`src/rtl/dsi_vseq_pkg.sv`:
```
package dsi_vseq_pkg;

  // Vertical regions, listed in frame order.
  typedef enum logic [1:0] {
    VR_SYNC  = 2'd0,
    VR_BACK  = 2'd1,
    VR_ACT   = 2'd2,
    VR_FRONT = 2'd3
  } vreg_e;

  typedef enum logic [1:0] {
    PH_IDLE = 2'd0,
    PH_PIX  = 2'd1,
    PH_NULL = 2'd2
  } hphase_e;

  localparam int unsigned PKT_OVERHEAD = 6;

  // Cycles a packet holds the link: payload plus fixed header/footer bytes.
  function automatic int unsigned pkt_span(input int unsigned payload);
    return payload + PKT_OVERHEAD;
  endfunction

endpackage

```
`src/rtl/vseq_cfg.sv`:
```
module vseq_cfg #(
  parameter int H_W    = 16,
  parameter int V_W    = 10,
  parameter int VACT_W = 16,
  parameter int NULL_W = 10,
  parameter int DLY_W  = 24
) (
  input  logic                clk,
  input  logic                rst_n,
  input  logic                soft_rst_n,
  input  logic [2*H_W-1:0]    cfg_hblank,
  input  logic [H_W-1:0]      cfg_line_time,
  input  logic [3*V_W-1:0]    cfg_vblank,
  input  logic [VACT_W-1:0]   cfg_vactive,
  input  logic [2*H_W-1:0]    cfg_pkt,
  input  logic [NULL_W-1:0]   cfg_null_size,
  input  logic [5:0]          cfg_lp_en,
  input  logic [DLY_W-1:0]    cfg_fetch_dly,
  output logic                run,
  output logic [H_W-1:0]      hsa,
  output logic [H_W-1:0]      hbp,
  output logic [H_W-1:0]      line_time,
  output logic [V_W-1:0]      vsa,
  output logic [V_W-1:0]      vbp,
  output logic [V_W-1:0]      vfp,
  output logic [VACT_W-1:0]   vact,
  output logic [H_W-1:0]      pkt_size,
  output logic [H_W-1:0]      chunks,
  output logic [NULL_W-1:0]   null_size,
  output logic [5:0]          lp_en,
  output logic [DLY_W-1:0]    fetch_dly
);

  always_ff @(posedge clk or negedge rst_n) begin
    if (!rst_n) begin
      run       <= 1'b0;
      hsa       <= '0;
      hbp       <= '0;
      line_time <= '0;
      vsa       <= '0;
      vbp       <= '0;
      vfp       <= '0;
      vact      <= '0;
      pkt_size  <= '0;
      chunks    <= '0;
      null_size <= '0;
      lp_en     <= '0;
      fetch_dly <= '0;
    end else begin
      run <= soft_rst_n;
      if (!soft_rst_n) begin
        hbp       <= cfg_hblank[H_W-1:0];
        hsa       <= cfg_hblank[2*H_W-1:H_W];
        line_time <= cfg_line_time;
        vfp       <= cfg_vblank[V_W-1:0];
        vbp       <= cfg_vblank[2*V_W-1:V_W];
        vsa       <= cfg_vblank[3*V_W-1:2*V_W];
        vact      <= cfg_vactive;
        pkt_size  <= cfg_pkt[H_W-1:0];
        chunks    <= cfg_pkt[2*H_W-1:H_W];
        null_size <= cfg_null_size;
        lp_en     <= cfg_lp_en;
        fetch_dly <= cfg_fetch_dly;
      end
    end
  end


  cfg_frozen_chk: assert property (@(posedge clk) disable iff (!rst_n)
    run |-> $stable({hsa, hbp, line_time, vsa, vbp, vfp, vact, pkt_size,
                     chunks, null_size, lp_en, fetch_dly}));

endmodule

```
`src/rtl/vseq_vert.sv`:
```
module vseq_vert
  import dsi_vseq_pkg::*;
#(
  parameter int V_W    = 10,
  parameter int VACT_W = 16
) (
  input  logic              clk,
  input  logic              rst_n,
  input  logic              soft_rst_n,
  input  logic              run,
  input  logic              line_end,
  input  logic [V_W-1:0]    vsa,
  input  logic [V_W-1:0]    vbp,
  input  logic [VACT_W-1:0] vact,
  input  logic [V_W-1:0]    vfp,
  output vreg_e             vreg,
  output vreg_e             vreg_nxt,
  output logic              frame_head
);

  localparam int CW = (V_W > VACT_W) ? V_W : VACT_W;

  logic [CW-1:0] cnt_of [4];
  logic [3:0]    nz;
  logic [CW-1:0] vcnt, vcnt_nxt;
  logic          last_line;
  vreg_e         first_reg;

  // Next region in frame order whose line count is non-zero.
  function automatic vreg_e step_region(input vreg_e cur, input logic [3:0] nzm);
    vreg_e pick;
    logic  hit;
    pick = VR_FRONT;
    hit  = 1'b0;
    for (int i = 1; i <= 4; i++) begin
      logic [1:0] c;
      c = 2'(int'(cur) + i);
      if (!hit && nzm[c]) begin
        pick = vreg_e'(c);
        hit  = 1'b1;
      end
    end
    return pick;
  endfunction

  assign cnt_of[0] = CW'(vsa);
  assign cnt_of[1] = CW'(vbp);
  assign cnt_of[2] = CW'(vact);
  assign cnt_of[3] = CW'(vfp);

  generate
    for (genvar g = 0; g < 4; g++) begin : g_nz
      assign nz[g] = (cnt_of[g] != '0);
    end
  endgenerate

  assign first_reg  = step_region(VR_FRONT, nz);
  assign last_line  = ({1'b0, vcnt} + 1'b1) >= {1'b0, cnt_of[vreg]};
  assign frame_head = (vcnt == '0) && (vreg == first_reg);

  always_comb begin
    vreg_nxt = vreg;
    vcnt_nxt = vcnt;
    if (!soft_rst_n) begin
      vreg_nxt = first_reg;
      vcnt_nxt = '0;
    end else if (run && line_end) begin
      if (last_line) begin
        vreg_nxt = step_region(vreg, nz);
        vcnt_nxt = '0;
      end else begin
        vcnt_nxt = vcnt + 1'b1;
      end
    end
  end

  always_ff @(posedge clk or negedge rst_n) begin
    if (!rst_n) begin
      vreg <= VR_SYNC;
      vcnt <= '0;
    end else begin
      vreg <= vreg_nxt;
      vcnt <= vcnt_nxt;
    end
  end


  region_step_chk: assert property (@(posedge clk) disable iff (!rst_n)
    (run && $past(run) && vreg != $past(vreg)) |-> $past(line_end));

endmodule

```
`src/rtl/vseq_horiz.sv`:
```
module vseq_horiz
  import dsi_vseq_pkg::*;
#(
  parameter int H_W    = 16,
  parameter int NULL_W = 10,
  parameter int DLY_W  = 24
) (
  input  logic              clk,
  input  logic              rst_n,
  input  logic              soft_rst_n,
  input  logic              run,
  input  logic              active_now,
  input  logic              active_nxt,
  input  logic [H_W-1:0]    hsa,
  input  logic [H_W-1:0]    hbp,
  input  logic [H_W-1:0]    line_time,
  input  logic [H_W-1:0]    pkt_size,
  input  logic [H_W-1:0]    chunks,
  input  logic [NULL_W-1:0] null_size,
  input  logic [DLY_W-1:0]  fetch_dly,
  output logic              line_end,
  output logic              line_head,
  output logic              hsa_win,
  output logic              hbp_win,
  output logic              hfp_win,
  output logic              pix_busy,
  output logic              pix_start,
  output logic              null_busy,
  output logic              null_start,
  output logic              fetch_hit
);

  localparam int LW = ((H_W > NULL_W) ? H_W : NULL_W) + 1;
  localparam int AW = H_W + 1;

  logic [H_W-1:0] hcnt, hcnt_d;
  logic [AW-1:0]  act_start;
  logic           burst, null_on, start_now;
  logic [LW-1:0]  pix_len_m1, null_len_m1;
  hphase_e        phase, phase_d;
  logic [LW-1:0]  left, left_d;
  logic [H_W-1:0] chunks_left, chunks_left_d;

  assign act_start   = {1'b0, hsa} + {1'b0, hbp};
  assign line_end    = ({1'b0, hcnt} + 1'b1) >= {1'b0, line_time};
  assign burst       = (chunks == '0);
  assign null_on     = !burst && (null_size != '0);
  assign pix_len_m1  = LW'(pkt_span(32'(pkt_size)) - 1);
  assign null_len_m1 = LW'(pkt_span(32'(null_size)) - 1);

  always_comb begin
    if (!soft_rst_n)    hcnt_d = '0;
    else if (!run)      hcnt_d = hcnt;
    else if (line_end)  hcnt_d = '0;
    else                hcnt_d = hcnt + 1'b1;
  end

  assign start_now = active_nxt && ({1'b0, hcnt_d} == act_start);

  // Packet engine: steps on the position the line counter is about to take.
  always_comb begin
    phase_d       = phase;
    left_d        = left;
    chunks_left_d = chunks_left;
    if (start_now) begin
      phase_d       = PH_PIX;
      left_d        = pix_len_m1;
      chunks_left_d = burst ? '0 : chunks - 1'b1;
    end else if (hcnt_d == '0) begin
      phase_d       = PH_IDLE;
      left_d        = '0;
      chunks_left_d = '0;
    end else if (phase != PH_IDLE) begin
      if (left != '0) begin
        left_d = left - 1'b1;
      end else if (phase == PH_PIX && null_on) begin
        phase_d = PH_NULL;
        left_d  = null_len_m1;
      end else if (chunks_left != '0) begin
        phase_d       = PH_PIX;
        left_d        = pix_len_m1;
        chunks_left_d = chunks_left - 1'b1;
      end else begin
        phase_d = PH_IDLE;
      end
    end
  end

  always_ff @(posedge clk or negedge rst_n) begin
    if (!rst_n) begin
      hcnt        <= '0;
      phase       <= PH_IDLE;
      left        <= '0;
      chunks_left <= '0;
    end else begin
      hcnt        <= hcnt_d;
      phase       <= phase_d;
      left        <= left_d;
      chunks_left <= chunks_left_d;
    end
  end

  assign line_head  = (hcnt == '0);
  assign hsa_win    = (hcnt < hsa);
  assign hbp_win    = active_now && !hsa_win && ({1'b0, hcnt} < act_start);
  assign hfp_win    = active_now && ({1'b0, hcnt} >= act_start) && (phase == PH_IDLE);
  assign pix_busy   = (phase == PH_PIX);
  assign null_busy  = (phase == PH_NULL);
  assign pix_start  = pix_busy && (left == pix_len_m1);
  assign null_start = null_busy && (left == null_len_m1);
  assign fetch_hit  = active_now && (DLY_W'(hcnt) == fetch_dly);


  hcnt_bound_chk: assert property (@(posedge clk) disable iff (!rst_n)
    run |-> (({1'b0, hcnt} < {1'b0, line_time}) || (hcnt == '0)));


  pix_origin_chk: assert property (@(posedge clk) disable iff (!rst_n)
    (run && pix_start) |-> ({1'b0, hcnt} >= act_start));


  null_after_pix_chk: assert property (@(posedge clk) disable iff (!rst_n)
    (run && null_start) |-> $past(pix_busy));


  burst_no_null_chk: assert property (@(posedge clk) disable iff (!rst_n)
    (run && burst) |-> !null_busy);


  wrap_idle_chk: assert property (@(posedge clk) disable iff (!rst_n)
    (run && $past(run) && line_head && !(active_now && act_start == '0))
      |-> (phase == PH_IDLE));

endmodule

```
`src/rtl/dsi_vid_seq.sv`:
```
module dsi_vid_seq
  import dsi_vseq_pkg::*;
#(
  parameter int H_W    = 16,
  parameter int V_W    = 10,
  parameter int VACT_W = 16,
  parameter int NULL_W = 10,
  parameter int DLY_W  = 24
) (
  input  logic                clk,
  input  logic                rst_n,
  input  logic                soft_rst_n,
  input  logic [2*H_W-1:0]    cfg_hblank,
  input  logic [H_W-1:0]      cfg_line_time,
  input  logic [3*V_W-1:0]    cfg_vblank,
  input  logic [VACT_W-1:0]   cfg_vactive,
  input  logic [2*H_W-1:0]    cfg_pkt,
  input  logic [NULL_W-1:0]   cfg_null_size,
  input  logic [5:0]          cfg_lp_en,
  input  logic [DLY_W-1:0]    cfg_fetch_dly,
  output logic                line_start,
  output logic                frame_start,
  output logic [1:0]          vregion,
  output logic                hsync_win,
  output logic                hbp_win,
  output logic                hfp_win,
  output logic                pix_pkt_start,
  output logic                pix_pkt_busy,
  output logic                null_pkt_start,
  output logic                null_pkt_busy,
  output logic                lp_allowed,
  output logic                fetch_start
);

  logic               run;
  logic [H_W-1:0]     hsa, hbp, line_time, pkt_size, chunks;
  logic [V_W-1:0]     vsa, vbp, vfp;
  logic [VACT_W-1:0]  vact;
  logic [NULL_W-1:0]  null_size;
  logic [5:0]         lp_en;
  logic [DLY_W-1:0]   fetch_dly;
  vreg_e              vreg, vreg_nxt;
  logic               frame_head, line_end, line_head;
  logic               hsa_w, hbp_w, hfp_w, pix_b, pix_s, null_b, null_s, fetch_h;
  logic               is_act, blank_en;

  vseq_cfg #(.H_W(H_W), .V_W(V_W), .VACT_W(VACT_W), .NULL_W(NULL_W), .DLY_W(DLY_W)) u_cfg (
    .clk(clk), .rst_n(rst_n), .soft_rst_n(soft_rst_n),
    .cfg_hblank(cfg_hblank), .cfg_line_time(cfg_line_time), .cfg_vblank(cfg_vblank),
    .cfg_vactive(cfg_vactive), .cfg_pkt(cfg_pkt), .cfg_null_size(cfg_null_size),
    .cfg_lp_en(cfg_lp_en), .cfg_fetch_dly(cfg_fetch_dly),
    .run(run), .hsa(hsa), .hbp(hbp), .line_time(line_time),
    .vsa(vsa), .vbp(vbp), .vfp(vfp), .vact(vact),
    .pkt_size(pkt_size), .chunks(chunks), .null_size(null_size),
    .lp_en(lp_en), .fetch_dly(fetch_dly)
  );

  vseq_vert #(.V_W(V_W), .VACT_W(VACT_W)) u_vert (
    .clk(clk), .rst_n(rst_n), .soft_rst_n(soft_rst_n), .run(run), .line_end(line_end),
    .vsa(vsa), .vbp(vbp), .vact(vact), .vfp(vfp),
    .vreg(vreg), .vreg_nxt(vreg_nxt), .frame_head(frame_head)
  );

  vseq_horiz #(.H_W(H_W), .NULL_W(NULL_W), .DLY_W(DLY_W)) u_horiz (
    .clk(clk), .rst_n(rst_n), .soft_rst_n(soft_rst_n), .run(run),
    .active_now(vreg == VR_ACT), .active_nxt(vreg_nxt == VR_ACT),
    .hsa(hsa), .hbp(hbp), .line_time(line_time), .pkt_size(pkt_size),
    .chunks(chunks), .null_size(null_size), .fetch_dly(fetch_dly),
    .line_end(line_end), .line_head(line_head),
    .hsa_win(hsa_w), .hbp_win(hbp_w), .hfp_win(hfp_w),
    .pix_busy(pix_b), .pix_start(pix_s), .null_busy(null_b), .null_start(null_s),
    .fetch_hit(fetch_h)
  );

  assign is_act = (vreg == VR_ACT);

  always_comb begin
    case (vreg)
      VR_SYNC:  blank_en = lp_en[0];
      VR_BACK:  blank_en = lp_en[1];
      VR_FRONT: blank_en = lp_en[2];
      default:  blank_en = 1'b0;
    endcase
  end

  assign line_start     = run && line_head;
  assign frame_start    = run && line_head && frame_head;
  assign vregion        = vreg;
  assign hsync_win      = run && hsa_w;
  assign hbp_win        = run && hbp_w;
  assign hfp_win        = run && hfp_w;
  assign pix_pkt_start  = run && pix_s;
  assign pix_pkt_busy   = run && pix_b;
  assign null_pkt_start = run && null_s;
  assign null_pkt_busy  = run && null_b;
  assign fetch_start    = run && fetch_h;
  assign lp_allowed     = run && (is_act
                          ? (lp_en[3] && ((hbp_w && lp_en[4]) || (hfp_w && lp_en[5])))
                          : (!hsa_w && blank_en));


  quiet_chk: assert property (@(posedge clk) disable iff (!rst_n)
    !run |-> !(line_start || frame_start || pix_pkt_start || null_pkt_start ||
               fetch_start || lp_allowed));


  fetch_active_chk: assert property (@(posedge clk) disable iff (!rst_n)
    fetch_start |-> (vregion == 2'd2));


  lp_blank_chk: assert property (@(posedge clk) disable iff (!rst_n)
    (run && !is_act && hsync_win) |-> !lp_allowed);

endmodule

```
`config.mk`:
```
export PLATFORM = sky130hd
export DESIGN_NAME = dsi_vid_seq
export DESIGN_NICKNAME = d
export VERILOG_FILES = /design/src/rtl/dsi_vseq_pkg.sv /design/src/rtl/vseq_cfg.sv /design/src/rtl/vseq_vert.sv /design/src/rtl/vseq_horiz.sv /design/src/rtl/dsi_vid_seq.sv
export SDC_FILE = /design/constraint.sdc
export NUM_CORES = 1
export LEC_CHECK = 0
export ABC_AREA = 1
export BUFFER_PORTS_ARGS = -buffer_cell sky130_fd_sc_hd__buf_2
export CORE_AREA = 2 2 171 173
export CTS_CLUSTER_SIZE = 28
export DETAILED_ROUTE_END_ITERATION = 7
export DIE_AREA = 0 0 173 175
export PLACE_DENSITY_LB_ADDON = 0.05
export REMOVE_ABC_BUFFERS = 1
export SLEW_MARGIN = 0
export SYNTH_ARGS = -nofsm -noshare
export SYNTH_HDL_FRONTEND = slang
export SYNTH_SLANG_ARGS = --single-unit
```
`constraint.sdc`:
```
create_clock -name clk -period 4.8 [get_ports clk]
set_input_delay 0.48 -clock clk [delete_from_list [all_inputs] [get_ports clk]]
set_output_delay 0.48 -clock clk [all_outputs]
set_load 0.005 [all_outputs]
```
==> results of run 1 <==
-- worst max-delay path, delay by kind of cell, from the launching register on --
family                     cells  cell delay (ps)
DFF                            1              390
buffers and inverters          3              240
adders and majority gates      2              700
and+or+nand+nor               11             1200
AOI/OAI and AO/OA              6              800
xor gates and xnor gates       1              230
-- per-stage QoR --
step	power [W]	hold slack (ps)	setup WS, ps	instances
global placement	0.00448	463	369	3032
CTS	0.00701	17.1	44.6	3084
floorplan	0.00392	184	-583	2448
finish	0.00703	-34.3	187	3086
detailed placement	0.00453	471	219	3032
global route	0.00746	39.6	14.0	3086
-- synth_stat cells, drive strengths merged --
| cell type | n | area share [%] |
|---|---|---|
| ha | 97 | 7.1 |
| a41oi | 1 | 0.051 |
| nor2 | 241 | 5.4 |
| o21bai | 4 | 0.18 |
| o22ai | 16 | 0.59 |
| o311ai | 1 | 0.051 |
| a21boi | 1 | 0.044 |
| nand2 | 870 | 19 |
| nand3b | 6 | 0.26 |
| buf | 25 | 1.0 |
| nor3 | 34 | 1.1 |
| clkbuf | 55 | 1.2 |
| or2 | 16 | 0.59 |
| o41ai | 1 | 0.051 |
| o221ai | 2 | 0.10 |
| nand3 | 190 | 5.7 |
| o2111ai | 2 | 0.10 |
| a22o | 2 | 0.10 |
| a221oi | 2 | 0.10 |
| dfrtp | 236 | 35 |
| o31ai | 3 | 0.13 |
| xnor2 | 16 | 0.82 |
| o21a | 3 | 0.13 |
| o21ai | 148 | 4.3 |
| fa | 1 | 0.12 |
| nor4 | 13 | 0.48 |
| a21oi | 71 | 2.1 |
| mux2i | 1 | 0.059 |
| xor2 | 76 | 3.9 |
| o211ai | 11 | 0.48 |
| nor3b | 1 | 0.044 |
| a32oi | 1 | 0.051 |
| a31o | 1 | 0.051 |
| a211oi | 1 | 0.044 |
| a2111oi | 1 | 0.051 |
| a22oi | 2 | 0.088 |
| a31oi | 4 | 0.18 |
| inv | 302 | 6.6 |
| a21o | 3 | 0.13 |
| nand4 | 67 | 2.5 |
-- power breakdown --
| group | internal (W) | switching, W |
|---|---|---|
| registers | 0.00221 | 0.000231 |
| logic | 0.000782 | 0.00136 |
| clock network | 0.00153 | 0.000915 |
-- layout make-up --
class | instances | area (sq um) | area share [%]
Clock buffer | 36 | 782 | 4.03
Clock inverter | 16 | 280 | 1.45
Sequential cell | 236 | 5910 | 30.5
Inverter | 302 | 1140 | 5.87
Multi-Input combinational cell | 1910 | 9720 | 50.1
Tap cell | 384 | 480 | 2.48
Timing Repair Buffer | 202 | 1080 | 5.58
-- repair_timing --
| action | CTS | global route |
|---|---|---|
| pin swaps | 0 | 2 |
| hold buffers | 0 | 0 |
| resized for setup | 3 | 14 |
| buffers inserted | 0 | 2 |
| endpoints found under the setup margin | 1 | 30 |
-- layer usage --
metal | up-vias | track usage, %
met1 | 7845 | 43.6
met2 | 561 | 53.6
li1 | 8406 | -
met3 | 87 | 4.46
met5 | - | 0
met4 | 0 | 7.84
-- kinds of logic (layout without fill, tap and decap cells) --
group,after synthesis,after routing,share of synthesized area [%]
adders and majority gates,98,98,7.23
buffers and inverters,382,556,8.88
AOI/OAI and AO/OA,281,281,9.15
DFF,236,236,34.6
xor gates and xnor gates,92,92,4.73
muxes,1,1,0.0587
and+or+nand+nor,1438,1438,35.3
-- worst paths after layout --
check                      slack [ps]                endpoint  depth (start not counted)                start
setup / recovery                  190              lp_allowed                         23         u_cfg.hsa[3]
hold / removal                    -30      u_cfg.line_time[5]                          1                rst_n
setup reg to reg                  390  u_horiz.chunks_left[6]                         23      u_horiz.hcnt[0]
hold reg to reg                   490     u_cfg.fetch_dly[18]                          2  u_cfg.fetch_dly[18]
max in group asynchronous        3600          u_vert.vcnt[0]                          2                rst_n
min in group clk                  110      u_cfg.fetch_dly[2]                          3     cfg_fetch_dly[2]
==> results by group, run 1 <==
Critical path
  • Worst-path cell chain: ha_1, a21oi_1, nand2_4, nand2_1, nand2_1, xor2_2, ha_1, nand2_1, inv_1, nand3_1, inv_1, a21oi_1, o31ai_1, nand2_1, a21oi_1, o21ai_1, nand2_1, or2_2, nand3_1, nand2_1, nand2_1, a21oi_1, buf_2
  • Type of origin of the critical path: flop
  • CP endpoint kind: output port
  • Data required, critical path: 4320 ps
  • Critical Path Max Stage Delay: 430 ps
  • Crit-path max FO: 4
  • Arrival @ worst endpoint: 4130 ps
  • CP dominant cell by count: nand2_1
  • Slowest CP cell: ha_1
  • Crit path kind: reg -> out

Timing
  • Setup TNS: 0 ps
  • RSZ-0062 raised after global routing: no
  • Final Hold Fails: 18
  • Min Tclk post-route: 4610 ps
  • Slew HR: 20.9%
  • Final Max Slew Viols: 0
  • Worst Skew: 15.0 ps
  • Final setup vio count: 0
  • WHS: -34.3 ps
  • Final period util: between 90% and 100%
  • Least-Margin Pin Slew: 1180 ps
  • Fmax: 0.217 GHz

Detailed routing
  • WL met2: 22.3 mm
  • Met1 wire length: 21.6 mm
  • Uppermost layer routed: met4
  • Pre-Repair DR Iteration Count: 5
  • Routed WL per cell: 15.6 um
  • Via density: 5.48
  • Vias: 16900
  • Met3 wire len: 2.97 mm
  • DRT antenna net count: 0
  • Residual DRC count: 0
  • DRT iter0 DRCs: 1354
  • Final WL: 48.0 mm

Finish
  • Ant. Diodes: 0
  • Fillers: 2569
  • Most frequent cells in the layout: nand2_1, inv_1, nor2_1, dfrtp_1, nand3_1
  • Area grow syn2layout: 13.7%
  • Final #Nets: just under 3000
  • Max reg flops: 24
  • Ratio of cells with drive above 1 in the final layout: between 10% and 20%
  • Biggest register: u_cfg.fetch_dly
  • Fin area: between 15000 and 20000 sq um
  • Largest regs: u_cfg.fetch_dly: 24 flops, u_horiz.left: 17 flops
  • Leading cell type in the layout, fill and taps excluded: nand2_1
  • Core Util, Final: between 60% and 70%

Power
  • Maximum VDD drop: between 0.3 and 0.4 mV
  • Leakage power figure: 10.6 nW
  • Pwr dens: about 360 nW/um^2

Floorplanning
  • DIE HEIGHT: 175 um
  • # rows: 62
  • Total die area: between 30000 and 40000 sq um
  • Core area: 28400 sq um
  • Initial cell density of the core: 60.1%
  • Die X: 173 um
  • Top Ports: 182

Clock tree
  • CTS Sinks: roughly 240
  • Worst-Skew Late Latency: 560 ps
  • CTS buffer count: 29
  • CTS Root Cell: clkbuf_16
  • CTS tree: yes
  • CTS max path bufs: 3
  • Worst-path clk slew: 60 ps
  • H-tree levels: 1

Placed design
  • Placed instance area: about 18000 sq um
  • Hpwl dp: 35.7 mm
  • Gp weighted congestion: a little under 1
  • Port bufs: roughly 180

Yosys
  • Area of the mapped netlist: 17100 sq um
  • Avg Cell Area, Syn: 6.75 sq um
  • #FFs+latches synth: 236
  • Part of the Yosys area used for sequential elements: 34.6%
  • Synthesis warning total: 0
  • Synth unique cells: 54
  • Post-Syn Instances: 2528

Global route
  • GRT Overall Usage: a little under a third
  • Total grt overflow: 0
  • Initial antenna violation count: 0
  • First-pass GRT wire length: approximately 80 mm
  • Largest net degree at the start of global routing: 122
  • Vias in the first global route: between 15000 and 20000

Run
  • Max-cap check violation count: 0

Min path
  • Tightest Hold Check Type: in -> async

Outcome
  • Status: finished with violations
  • Violated checks: hold timing
Note: power is estimated with default switching activity, not from simulation.
==> inputs of run 2 (changes only) <==
CORE_AREA = 2 2 180 182   (was 2 2 171 173)
DIE_AREA = 0 0 182 184   (was 0 0 173 175)
PLACE_DENSITY = 0.77   (was unset)
PLACE_DENSITY_LB_ADDON = unset   (was 0.05)
clock period = 3.73 ns   (was 4.8 ns; I/O delays follow)
==> run 2 against run 1 <==
The flow finishes with violations (setup timing). Final area rose by 20%. Setup slack got worse by 780 ps. Clock skew is 17 ps higher. Via count up 14%. Combinational power increased by 73%. Wire length is 23% higher. Critical path type unchanged.
==> results by group, run 2 (synthesis results as in run 1) <==
Critical path
  • FF-to-FF Start: u_vert.vcnt[1]
  • Crit path launch: u_cfg.hbp[0]
  • Data required, critical path: 3360 ps (-960 ps)
  • Worst-path cell chain: ha_4, fa_2, nand3_2, nand2_4, nand2_2, nand2_2, xor2_2, ha_1, a21oi_1, o21ai_2, a21oi_2, o31ai_4, nand2_1, a21oi_2, o21ai_1, nand2_1, or2_4, nand3_2, nand2_1, nand2_1, a21oi_1, buf_2
  • Reg2Reg Setup Slack: -330 ps (-720 ps)
  • CP endpoint kind: output port
  • Slowest CP cell: dfrtp_1
  • R2R Path End: u_horiz.chunks_left[5]
  • Delay-heaviest family, CP: simple AND/OR/NAND/NOR gates
  • R2R depth: 31 (+35%)
  • Critical Path Max Stage Delay: 430 ps (about the same)
  • CP endpoint: lp_allowed
  • Crit-path max FO: 4 (unchanged)
  • Crit path kind: reg -> out
  • Arrival @ worst endpoint: 3950 ps (-180 ps)
  • WP depth: 22 (-4.3%)
  • CP dominant cell by count: nand2_1
  • Type of origin of the critical path: flop
  • Buffer and inverter count on the worst path: 1 (-2)

Global route
  • Total grt overflow: 0 (unchanged)
  • GRT Overall Usage: 33.4% (+1.5 points)
  • Largest net degree at the start of global routing: 105 (-14%)
  • Initial antenna violation count: 0 (unchanged)
  • Vias in the first global route: 18600 (+14%)
  • First-pass GRT wire length: 91.3 mm (+14%)

Power
  • Internal power: 0.00601 W (+33%)
  • Combinational share of power: 37.9% (+7.4 points)
  • Leakage power figure: 12.2 nW (+16%)
  • Switching Fraction: 38.6% (+2.9 points)
  • Clock group share of total power: 29.6% (-5.2 points)
  • Flop pwr share: 32.6% (-2.1 points)
  • Sw power: 0.00378 W (+51%)
  • Pwr dens: 421 nW/um^2 (+16%)
  • Maximum VDD drop: 0.363 mV (-0.18%)

Finish
  • Ant. Diodes: 0 (unchanged)
  • Fin area: 23200 sq um (+20%)
  • Largest regs: u_cfg.fetch_dly: 24 flops, u_horiz.left: 17 flops
  • Area grow syn2layout: 36.3%
  • Area of the multi-input gates: 10900 sq um (+12%)
  • Ratio of cells with drive above 1 in the final layout: 24.3% (+13 points)
  • Most frequent cells in the layout: nand2_1, inv_1, dfrtp_1, nor2_1, buf_4
  • Layout Cells excl Fill: 3391 (+9.9%)
  • Core Util, Final: 74.1% (+5.8 points)
  • Biggest register: u_cfg.fetch_dly
  • Area taken by flip-flops and latches: 5910 sq um (+0.11%)
  • Fillers: 2297 (-11%)
  • Final #Nets: 3234 (+9.7%)
  • Leading cell type in the layout, fill and taps excluded: nand2_1
  • Max reg flops: 24 (unchanged)

Detailed routing
  • Via density: 5.68 (+3.7%)
  • DRT antenna net count: 0 (unchanged)
  • Final WL: 59.2 mm (+23%)
  • DRT iter0 DRCs: 2087 (+54%)
  • Residual DRC count: 0 (unchanged)
  • Routed WL per cell: 17.5 um (+12%)
  • Vias: 19300 (+14%)
  • Pre-Repair DR Iteration Count: 6 (+1)

Floorplanning
  • Core area: 31400 sq um (+11%)
  • # rows: 65 (+4.8%)
  • Initial cell density of the core: 54.3% (-5.7 points)
  • Top Ports: 182 (unchanged)
  • DIE HEIGHT: 184 um (+5.1%)
  • Total die area: 33500 sq um (+11%)
  • Die X: 182 um (+5.2%)

Placed design
  • Hpwl dp: 38.0 mm (+6.4%)
  • Gp weighted congestion: 1.06 (+9.9%)
  • Placed instance area: 19400 sq um (+6.4%)
  • Setup WS pre-CTS: -328 ps (-547 ps)
  • Placed cells: 3195 (+5.4%)
  • Port bufs: 181 (unchanged)

Timing
  • Final period util: 116%
  • Worst Skew: 32.0 ps (+17.0 ps)
  • Min Tclk post-route: ~4300 ps
  • RSZ-0062 raised after global routing: yes
  • Final setup vio count: 37 (+37)
  • Least-Margin Pin Slew: 976 ps (-206 ps)
  • Final setup margin: -588 ps (-776 ps)
  • Final Max Slew Viols: 0 (unchanged)
  • Slew HR: 34.9% (+14 points)
  • Fmax: roughly 0.23 GHz
  • Final Hold Fails: 0 (-18)

Clock tree
  • H-tree levels: 1 (unchanged)
  • Worst-Skew Late Latency: 580 ps (+20 ps)
  • CTS Sinks: 236 (unchanged)
  • CTS buffer count: 28 (-3.4%)
  • Worst-path clk slew: 60 ps (about the same)
  • CTS max path bufs: 3 (unchanged)
  • CTS tree: yes
  • CTS Root Cell: clkbuf_16

Outcome
  • Violated checks: setup timing
  • Status: finished with violations

Run
  • Max-cap check violation count: 0 (unchanged)

Min path
  • Tightest Hold Check Type: in -> reg
[run 2: cell types whose count changed in the layout (fill, tap and decap cells not counted), moves of 15 or more]
cell and delta:
nand2_2 +54, ha_1 -15, nand3_2 +44, dlygate4sd3_1 +75
nor2_1 -38, buf_6 +20, buf_12 +15, nand2_1 -64
nand3_1 -66, buf_4 +167, nand3_4 +22, nor2_2 +25
[run 2: final cells by class]
class	instances	share of cell area [%]
multi-input combinational	1912	46.9
clock buffer	37	3.29
sequential	236	25.4
timing repair buffer	487	16.4
inverter	302	4.91
tap	402	2.16
clock inverter	15	0.850
[run 2: through the flow]
step / setup TNS, ps / total power [W] / hold WS [ps]
after detailed placement: -9350 / 0.00604 / 467
after floorplan: -78970 / 0.00505 / 77.4
after global routing: -16470 / 0.0103 / 2.52
final: -8420 / 0.00979 / 3.42
after global placement: -6110 / 0.00596 / 444
after CTS: -4690 / 0.00917 / 0.0250
[run 2: worst min path at each step]
stage                            to            from  cells past startpoint
detailed placement     u_cfg.hsa[2]           rst_n                      1
CTS                    u_cfg.hbp[6]   cfg_hblank[6]                      3
floorplan           u_cfg.chunks[0]           rst_n                      0
global placement       u_cfg.hbp[2]           rst_n                      1
global route           u_cfg.hbp[6]   cfg_hblank[6]                      3
finish                 u_cfg.vsa[7]  cfg_vblank[27]                      3
[run 2: worst register-to-register path: cells and delay by family (launching register included)]
kind / cells / cell delay, ps
DFF: 1 / 380
buffers and inverters: 6 / 760
and+or+nand+nor: 19 / 1940
adders and majority gates: 2 / 400
xor gates and xnor gates: 1 / 180
AOI/OAI and AO/OA: 3 / 360
[run 2: repair_timing]
| item | 4_1_cts | 5_1_grt |
|---|---|---|
| hold buffers | 75 | 0 |
| setup buffers | 39 | 19 |
| endpoints found under the setup margin | 38 | 40 |
| hold endpoints to repair | 168 | 0 |
| gates resized for setup | 155 | 190 |
| pin swaps | 66 | 107 |
| cloned | 9 | 6 |
[run 2: metal layers]
metal / vias to the layer above / part of all wire [%] / track usage, %
li1: 9000 / - / -
met1: 9007 / 40 / 42.6
met2: 999 / 47 / 57.2
met3: 254 / 8.0 / 5.53
met4: 0 / 4.7 / 12.4
met5: - / 0 / 0
[run 2: power by group through the flow]
stage	combinational [W]	sequential, W	clock [W]
2_1_floorplan	0.00195	0.00310	0
3_3_place_gp	0.00280	0.00316	0
3_5_place_dp	0.00288	0.00316	0
4_1_cts	0.00313	0.00313	0.00291
5_1_grt	0.00403	0.00321	0.00303
6_report	0.00370	0.00319	0.00290
